--- config.mk ---
export PLATFORM = sky130hd
export DESIGN_NAME = pv_seq
export DESIGN_NICKNAME = d
export VERILOG_FILES = /design/src/rtl/pv_pkg.sv /design/src/rtl/pv_strobe_filt.sv /design/src/rtl/pv_addr_ctr.sv /design/src/rtl/pv_ctrl.sv /design/src/rtl/pv_seq.sv
export SDC_FILE = /design/constraint.sdc
export NUM_CORES = 1
export LEC_CHECK = 0
export ABC_AREA = 1
export BUFFER_PORTS_ARGS = -buffer_cell sky130_fd_sc_hd__buf_4
export CORE_MARGIN = 2
export CORE_UTILIZATION = 50
export DETAILED_ROUTE_END_ITERATION = 10
export MAX_ROUTING_LAYER = met4
export PLACE_DENSITY = 0.89
export SLEW_MARGIN = 20
export SYNTH_ARGS = -nofsm -noshare
export SYNTH_HDL_FRONTEND = slang
export SYNTH_SLANG_ARGS = --single-unit
--- constraint.sdc ---
create_clock -name clk -period 3.2 [get_ports clk]
set_clock_uncertainty 0.05 [all_clocks]
set_input_delay 0.48 -clock clk [delete_from_list [all_inputs] [get_ports clk]]
set_output_delay 0.48 -clock clk [all_outputs]
set_load 0.02 [all_outputs]
--- src/rtl/pv_pkg.sv ---
package pv_pkg;

    // Index of each strobe in the filtered strobe array
    localparam int IDX_PROG = 0;
    localparam int IDX_STEP = 1;
    localparam int N_STROBE = 2;

    // Filtered strobe: level plus single-cycle edge events
    typedef struct packed {
        logic lvl;
        logic rise;
        logic fall;
    } strobe_t;

    typedef enum logic [2:0] {
        ST_ENTRY,    // checking the entry key after reset release
        ST_DEAD,     // entry refused, inert until reset
        ST_LOAD,     // waiting for the address-load step edge
        ST_RD_ARM,   // verify cycle: next step pulse reads
        ST_RD_OUT,   // driving the stored word
        ST_ADV_ARM,  // next step pulse advances the address
        ST_PROG      // program strobe high, write window
    } seq_state_e;

    // Route taken when the program strobe falls
    function automatic seq_state_e prog_exit(input logic step_seen,
                                             input logic step_lvl,
                                             input logic step_rise);
        if (step_rise || (step_seen && step_lvl))
            return ST_RD_OUT;
        return ST_ADV_ARM;
    endfunction

endpackage

--- src/rtl/pv_strobe_filt.sv ---
module pv_strobe_filt
    import pv_pkg::*;
(
    input  logic    clk,
    input  logic    rst,
    input  logic    raw,
    output strobe_t st
);
    // [0],[1] synchronizer; [2] confirm stage
    logic [2:0] sh;
    logic       lvl_q;
    logic       agree;

    assign agree = (sh[2] == sh[1]);

    always_ff @(posedge clk) begin
        if (rst) begin
            sh    <= '0;
            lvl_q <= 1'b0;
        end else begin
            sh <= {sh[1:0], raw};
            if (agree)
                lvl_q <= sh[1];
        end
    end

    assign st.lvl  = lvl_q;
    assign st.rise = agree &&  sh[1] && !lvl_q;
    assign st.fall = agree && !sh[1] &&  lvl_q;

endmodule

--- src/rtl/pv_addr_ctr.sv ---
module pv_addr_ctr #(
    parameter int ADDR_W = 16
) (
    input  logic              clk,
    input  logic              rst,
    input  logic              load,
    input  logic              inc,
    input  logic [ADDR_W-1:0] load_val,
    output logic [ADDR_W-1:0] addr
);
    logic [ADDR_W-1:0] addr_q;

    always_ff @(posedge clk) begin
        if (rst)
            addr_q <= '0;
        else if (load)
            addr_q <= load_val;
        else if (inc)
            addr_q <= addr_q + ADDR_W'(1);
    end

    assign addr = addr_q;

endmodule

--- src/rtl/pv_ctrl.sv ---
module pv_ctrl
    import pv_pkg::*;
#(
    parameter int                DATA_W     = 16,
    parameter int                KEY_W      = DATA_W / 2,
    parameter logic [KEY_W-1:0]  ENTRY_KEY  = KEY_W'('hE1),
    parameter int                ENTRY_HOLD = 10,
    parameter int                SAMPLE_DLY = 3
) (
    input  logic              clk,
    input  logic              rst,
    input  strobe_t           step,
    input  strobe_t           prog,
    input  logic [DATA_W-1:0] bus_in,
    output logic              addr_load,
    output logic              addr_inc,
    output logic              drive_en,
    output logic              write_en,
    output logic              mode_live,
    output logic [DATA_W-1:0] wdata
);
    localparam int HOLD_W = $clog2(ENTRY_HOLD + 1);
    localparam int DLY_W  = $clog2(SAMPLE_DLY + 1);
    localparam logic [HOLD_W-1:0] HOLD_LAST = HOLD_W'(ENTRY_HOLD - 1);
    localparam logic [DLY_W-1:0]  DLY_LAST  = DLY_W'(SAMPLE_DLY - 1);

    seq_state_e        state, nxt;
    logic [HOLD_W-1:0] hold_cnt;
    logic [DLY_W-1:0]  dly_cnt;
    logic              we_on;
    logic              step_seen;
    logic [KEY_W-1:0]  key_hi;

    assign key_hi = bus_in[DATA_W-1 -: KEY_W];

    always_comb begin
        nxt       = state;
        addr_load = 1'b0;
        addr_inc  = 1'b0;
        unique case (state)
            ST_ENTRY: begin
                if (key_hi != ENTRY_KEY)
                    nxt = ST_DEAD;
                else if (hold_cnt == HOLD_LAST)
                    nxt = ST_LOAD;
            end
            ST_DEAD: nxt = ST_DEAD;
            ST_LOAD: begin
                if (step.rise) begin
                    addr_load = 1'b1;
                    nxt       = ST_RD_ARM;
                end
            end
            ST_RD_ARM: begin
                if (step.rise)
                    nxt = ST_RD_OUT;
                else if (prog.rise)
                    nxt = ST_PROG;
            end
            ST_RD_OUT: begin
                if (step.fall)
                    nxt = ST_ADV_ARM;
            end
            ST_ADV_ARM: begin
                if (step.rise) begin
                    addr_inc = 1'b1;
                    nxt      = ST_RD_ARM;
                end else if (prog.rise) begin
                    nxt = ST_PROG;
                end
            end
            ST_PROG: begin
                if (prog.fall)
                    nxt = prog_exit(step_seen, step.lvl, step.rise);
            end
            default: nxt = ST_DEAD;
        endcase
    end

    always_ff @(posedge clk) begin
        if (rst) begin
            state     <= ST_ENTRY;
            hold_cnt  <= '0;
            dly_cnt   <= '0;
            we_on     <= 1'b0;
            step_seen <= 1'b0;
            wdata     <= '0;
        end else begin
            state <= nxt;
            if (state == ST_ENTRY && hold_cnt != HOLD_LAST)
                hold_cnt <= hold_cnt + HOLD_W'(1);
            if (state == ST_PROG && nxt == ST_PROG) begin
                if (!we_on) begin
                    if (dly_cnt == DLY_LAST) begin
                        we_on <= 1'b1;
                        wdata <= bus_in;
                    end else begin
                        dly_cnt <= dly_cnt + DLY_W'(1);
                    end
                end
                if (step.rise)
                    step_seen <= 1'b1;
            end else begin
                dly_cnt   <= '0;
                we_on     <= 1'b0;
                step_seen <= 1'b0;
            end
        end
    end

    assign drive_en  = (state == ST_RD_OUT);
    assign write_en  = (state == ST_PROG) && we_on;
    assign mode_live = (state != ST_DEAD);

endmodule

--- src/rtl/pv_seq.sv ---
module pv_seq
    import pv_pkg::*;
#(
    parameter int                ADDR_W     = 16,
    parameter int                DATA_W     = 16,
    parameter int                KEY_W      = DATA_W / 2,
    parameter logic [KEY_W-1:0]  ENTRY_KEY  = KEY_W'('hE1),
    parameter int                ENTRY_HOLD = 10,
    parameter int                SAMPLE_DLY = 3
) (
    input  logic              clk,
    input  logic              rst,
    input  logic              strb_step,
    input  logic              strb_prog,
    input  logic [DATA_W-1:0] bus_in,
    output logic [DATA_W-1:0] bus_out,
    output logic              bus_oe,
    output logic [ADDR_W-1:0] mem_addr,
    input  logic [DATA_W-1:0] mem_rdata,
    output logic [DATA_W-1:0] mem_wdata,
    output logic              mem_we
);
    logic [N_STROBE-1:0] strb_raw;
    strobe_t             strb_st [N_STROBE];
    logic                addr_ld;
    logic                addr_adv;
    logic                drive_en;
    logic                mode_live;
    logic                step_level;

    always_comb begin
        strb_raw           = '0;
        strb_raw[IDX_STEP] = strb_step;
        strb_raw[IDX_PROG] = strb_prog;
    end

    for (genvar g = 0; g < N_STROBE; g++) begin : g_filt
        pv_strobe_filt u_filt (
            .clk (clk),
            .rst (rst),
            .raw (strb_raw[g]),
            .st  (strb_st[g])
        );
    end

    assign step_level = strb_st[IDX_STEP].lvl;

    pv_ctrl #(
        .DATA_W     (DATA_W),
        .KEY_W      (KEY_W),
        .ENTRY_KEY  (ENTRY_KEY),
        .ENTRY_HOLD (ENTRY_HOLD),
        .SAMPLE_DLY (SAMPLE_DLY)
    ) u_ctrl (
        .clk       (clk),
        .rst       (rst),
        .step      (strb_st[IDX_STEP]),
        .prog      (strb_st[IDX_PROG]),
        .bus_in    (bus_in),
        .addr_load (addr_ld),
        .addr_inc  (addr_adv),
        .drive_en  (drive_en),
        .write_en  (mem_we),
        .mode_live (mode_live),
        .wdata     (mem_wdata)
    );

    pv_addr_ctr #(
        .ADDR_W (ADDR_W)
    ) u_addr (
        .clk      (clk),
        .rst      (rst),
        .load     (addr_ld),
        .inc      (addr_adv),
        .load_val (bus_in[ADDR_W-1:0]),
        .addr     (mem_addr)
    );

    assign bus_oe  = drive_en;
    assign bus_out = drive_en ? mem_rdata : '0;

endmodule

* After elaboration in Yosys (flattened, before gate mapping) *
Index checks and enable logic that the tools add are counted.

operators by class
  add/subtract/negate cells = 3
  equality and inequality tests = 12
  mux-type cells = 22
  bitwise operators = 3
  reductions and logical operators = 22

operator list
  operator                                              number
  two-way mux 16 bit                                    3
  two-way mux 3 bit                                     10
  case mux 3 bit (6 select lines)                       1
  adder 16 x 1 -> 16 bit (second input constant)        1
  equality test 3 bit (second input constant)           4
  logical AND 1 bit                                     12
  two-way mux 1 bit                                     8
  inequality test 8 bit (second input constant)         1
  equality test 3 x 2 -> 1 bit (second input constant)  2
  adder 4 x 1 -> 4 bit (second input constant)          1
  equality test 4 bit (second input constant)           1
  logical NOT 1 bit                                     4
  inequality test 4 bit (second input constant)         1
  logical NOT 3 bit                                     1
  inverter 1 bit                                        3
  AND reduction 3 bit                                   1
  adder 2 x 1 -> 2 bit (second input constant)          1
  equality test 1 bit                                   2
  equality test 2 bit (second input constant)           1
  AND reduction 2 bit                                   1
  nonzero test 2 bit                                    1
  OR reduction 2 bit                                    1
  logical OR 1 bit                                      1

storage, ports and cells
  flip-flop bits (word level) = 51
  bits of input ports = 36
  output and inout port bits = 50
  logic and storage cells = 73

* Logic depth before layout (Yosys ltp) *
  word-level depth = 14
  gate-level depth with buffers = 10
  mapped depth without buffers = 9

* Hierarchy *
A second synthesis with hierarchy kept.

second synthesis, totals
  cells, all modules = 410
  area total of the unflattened synthesis = 2,815.2 um2

by module, submodules not included
  module          times used  cells an instance  area each (um2)  seq. area each (um2)
  pv_ctrl         1           180                1,282.5          540.5
  pv_addr_ctr     1           148                1,011.0          320.3
  pv_strobe_filt  2           24                 178.9            80.1
  pv_seq          1           34                 163.9            0.0

* Worst setup path after synthesis *
Ideal clock, no wire load.

  path type = register -> output
  start = register u_ctrl.state[1]
  end = output bus_out[10]
  arrival = 1.176 ns
  required time = 2.670 ns
  setup slack = 1.494 ns
  stages on the path, launching flop included = 5
  buffers on the path = 1
  cell sequence = dfxtp_1 inv_2 nand3_1 clkbuf_1 nor2_1

between the ends
  cells in the longest elaborated chain, start to end = 2

ends and longest elaborated chain
  element                 RTL line        text
  start, declared         pv_ctrl.sv:27   seq_state_e state, nxt;
  start signal, assigned  pv_ctrl.sv:89   state <= nxt;
  equality test 3 bit     pv_ctrl.sv:111  assign drive_en = (state == ST_RD_OUT);
  two-way mux 16 bit      pv_seq.sv:80    assign bus_out = drive_en ? mem_rdata : '0;
  end, declared           pv_seq.sv:16    output logic [DATA_W-1:0] bus_out,

No other way between the ends.

* Worst setup path in the final report *
  start = register g_filt[1].u_filt.sh[1]
  end = register u_addr.addr_q[9], in the netlist u_addr.addr[9]

between the ends
  cells in the longest elaborated chain, start to end = 6
  elaborated cells on any way between the ends = 8
  those cells by class = eq/ne: 1; mux: 4; reduce/logical: 3

ends and longest elaborated chain
  element                                                   RTL line                      text
  start, declared                                           pv_strobe_filt.sv:10          logic [2:0] sh;
  start signal, assigned                                    pv_strobe_filt.sv:21          sh <= {sh[1:0], raw};
  equality test 1 bit                                       pv_strobe_filt.sv:14          assign agree = (sh[2] == sh[1]);
  logical AND 1 bit * (2 in a row)                          pv_strobe_filt.sv:28          assign st.rise = agree && sh[1] && !lvl_q;
  two-way mux 1 bit *                                       pv_ctrl.sv:49, pv_ctrl.sv:65
  two-way mux 1 bit                                         pv_ctrl.sv:40                 unique case (state)
  two-way mux 16 bit or nonzero test 2 bit (tied branches)  n/a
  end signal, assigned                                      pv_addr_ctr.sv:17             addr_q <= load_val;
  end signal, assigned                                      pv_addr_ctr.sv:19             addr_q <= addr_q + ADDR_W'(1);
  end, declared                                             pv_addr_ctr.sv:11             logic [ADDR_W-1:0] addr_q;

Every way passes the cells marked *; elsewhere a longest branch is shown, timed or not.
A chain may end at the register's enable or synchronous reset.

==> results by group <==
Place
  – Placed Instances: 556
  – RePlAce Congestion: between 0.9 and 1
  – Dpl cell area: 0.00339 sq mm
  – I/O Buffers: 85
  – Post-DP HPWL: approximately 5400 microns

Synthesis
  – Top cells by count, synth: nor2_1 (85), inv_1 (63), nand2_1 (60)
  – Most common cell in the netlist: nor2_1
  – Main synth FF type: dfxtp_1
  – Number of synthesized flops with an enable pin: 0
  – Avg Cell Area, Syn: 6.68 sq um
  – Syn Nets: 458
  – Syn Inst Count: 414
  – Post-Syn Area: around 0.0028 sq mm
  – Post-synth ARST share: 0%
  – Post-synthesis register bit count: 51
  – Top cell type's share of synthesized area: 36.9%
  – Yosys top cell by area: dfxtp_1
  – Top post-synthesis cells by area: dfxtp_1 (37%), nor2_1 (12%), inv_1 (8.6%)
  – Yosys warning total: 0
  – Seq/Total Area, Yosys: 36.9%
  – Post-synth cell types: 30

Outcome
  – Status: finished clean

STA
  – Fin. max-slew vios: 0
  – Setup TNS: 0 ps
  – RSZ-0062 raised after global routing: false
  – Worst hold slack: 325 ps
  – Period utilization: 72.0%
  – Final min period: 2300 ps
  – # setup viols final: 0
  – Final hold violation count: 0
  – Slew margin rel.: 40.0%
  – Worst-margin pin slew: 899 ps
  – Fmax: 0.434 GHz

Worst setup path
  – WP data arrival: between 2000 and 2500 ps
  – CP required: 3360 ps
  – Critical Path End Type: register
  – Critical path startpoint category: register
  – Crit-path max FO: 21
  – CP Class: register to register

Floorplanning
  – Initial Utilization: 51.1%
  – Die Span Y: between 70 and 80 microns
  – Die width: about 78 microns
  – Rows: 27
  – DIE AREA: roughly 0.0061 sq mm
  – # IOs: 86
  – Core Box Area: 0.00541 sq mm

Layout
  – Share of cells above drive strength 1: 21.7%
  – Final instance area: 0.00350 sq mm
  – Non-filler cells, final: 564
  – Nets: 535
  – Layout area overhead: 26.8%
  – Layout fillers: 478
  – N_diodes: 0

Clock network
  – Post-CTS Setup Inserts: 0
  – Clock root cell: clkbuf_8
  – Hold_buf cts: 0
  – TritonCTS buffer count: 5
  – H-tree levels: 2
  – Clock Sinks: between 50 and 60
  – CTS Buffer Depth: 2
  – CTS tree: yes
  – Clk pin slew, worst setup/hold paths: 100 ps
  – Post-CTS Resized: 0
  – Clock Latency Late Sink: ~310 ps

Global routing
  – Number of global-route vias before repair: 2611
  – Initial antenna violation count: 0
  – First-pass GRT wire length: 11900 microns
  – GRT overflow: 0
  – Tot GR Track Use: 24.4%
  – Largest net degree at the start of global routing: 34

Drt
  – DRC viols: 0
  – Initial DRC count: 339
  – Wirelength per Cell: about 13 microns
  – Via/cell ratio: ~5.2
  – Final WL: 7430 microns
  – DRT Pass-1 Iters: 5
  – Via count: 2949
  – Final ANT Viol Nets: 0

Power and ir drop
  – PwrDens: 339 mW/mm^2
  – Max IR drop VDD: 267 uV
  – Leakage: approximately 1.7 nW

Job
  – Max-Cap Viols: 0

Worst hold path
  – Worst hold path type: input port to register
## critical path, stage by stage (launching register included)
cell      delay (ps)
dfxtp_1          380
ha_1             190
nand2_2          180
inv_1            150
nand3_1          570
nand2_1          380
nand3_1          120
o21bai_1         140
a21oi_1           50
## cell families (layout without fill, tap and decap cells)
| family | after synthesis | after routing | synth area share (%) |
|---|---|---|---|
| simple gates | 201 | 201 | 32.2 |
| buf+inv | 81 | 159 | 12.6 |
| compound gates | 71 | 71 | 14.0 |
| flops | 51 | 51 | 36.9 |
| fa+ha+maj | 8 | 8 | 3.62 |
| xor+xnor | 2 | 2 | 0.634 |
## cell type report
cell class                      count  area (sq um)  area share [%]
Multi-Input combinational cell    282          1400            39.8
Sequential cell                    51          1020            29.1
Timing Repair Buffer               85           638            18.2
Inverter                           66           248            7.07
Tap cell                           72          90.1            2.57
Clock buffer                        5          68.8            1.96
Clock inverter                      3          43.8            1.25
## stage by stage
stage               power (W)  util, %  setup slack [ps]
floorplan            0.000703        -              1490
global placement     0.000747     62.8              1130
detailed placement   0.000753     62.8              1000
CTS                   0.00119     64.8               938
global route          0.00123     64.8               743
finish                0.00119     64.8               898
## routing by layer
metal / vias to the layer above / global-route usage (%) / routed length, microns
li1: 1466 / - / -
met4: 0 / 6.67 / 114
met5: - / - / 0
met2: 134 / 39.5 / 3540
met1: 1334 / 31.7 / 3160
met3: 15 / 4.48 / 615
## power breakdown
part           switching [W]  leakage (nW)  total (W)  internal (W)
Clock               0.000217        0.0581   0.000450      0.000233
Combinational      0.0000445          1.27  0.0000869     0.0000424
Sequential        0.00000892         0.413   0.000652      0.000644
Total               0.000271          1.74    0.00119      0.000919
## registers in the layout, indices dropped and copies added, names as in the netlist
name                 cells
g_filt.u_filt.sh         6
g_filt.u_filt.lvl_q      2
u_addr.addr             16
u_ctrl.wdata            16
u_ctrl.state             3
u_ctrl.dly_cnt           2
u_ctrl.step_seen         1
u_ctrl.we_on             1
u_ctrl.hold_cnt          4
## placed cells by master (no fill, tap or decap)
cell       count
clkinv_4       1
buf_4         85
a21oi_2        1
nor3_1         6
o21bai_1       1
dfxtp_1       51
nor2_1        85
nand2_4        1
nand3_1       32
a31oi_1        2
a21oi_1       28
ha_1           8
bufinv_16      1
inv_1         63
o21ai_0       31
xor2_1         2
clkinv_2       1
and3_1         1
nand4_1        6
nor2_4         4
inv_2          3
nor4_1         1
nand2_2        2
o211ai_1       6
nor2_8         1
o2111a_1       1
a211oi_1       1
nand2_1       60
clkbuf_8       5
nand3_2        1
or2_2          1
## final timing paths
kind	slack [ps]	startpoint	cells past startpoint	end
min reg2reg	360	g_filt[1].u_filt.sh[0]$_SDFF_PP0_	2	g_filt[1].u_filt.sh[1]$_SDFF_PP0_
max reg2reg	900	g_filt[1].u_filt.sh[1]$_SDFF_PP0_	8	u_addr.addr[9]$_SDFFE_PP0P_
min	320	strb_prog	3	g_filt[0].u_filt.sh[0]$_SDFF_PP0_
max	900	g_filt[1].u_filt.sh[1]$_SDFF_PP0_	8	u_addr.addr[9]$_SDFFE_PP0P_
(Power assumes the default switching activity.)
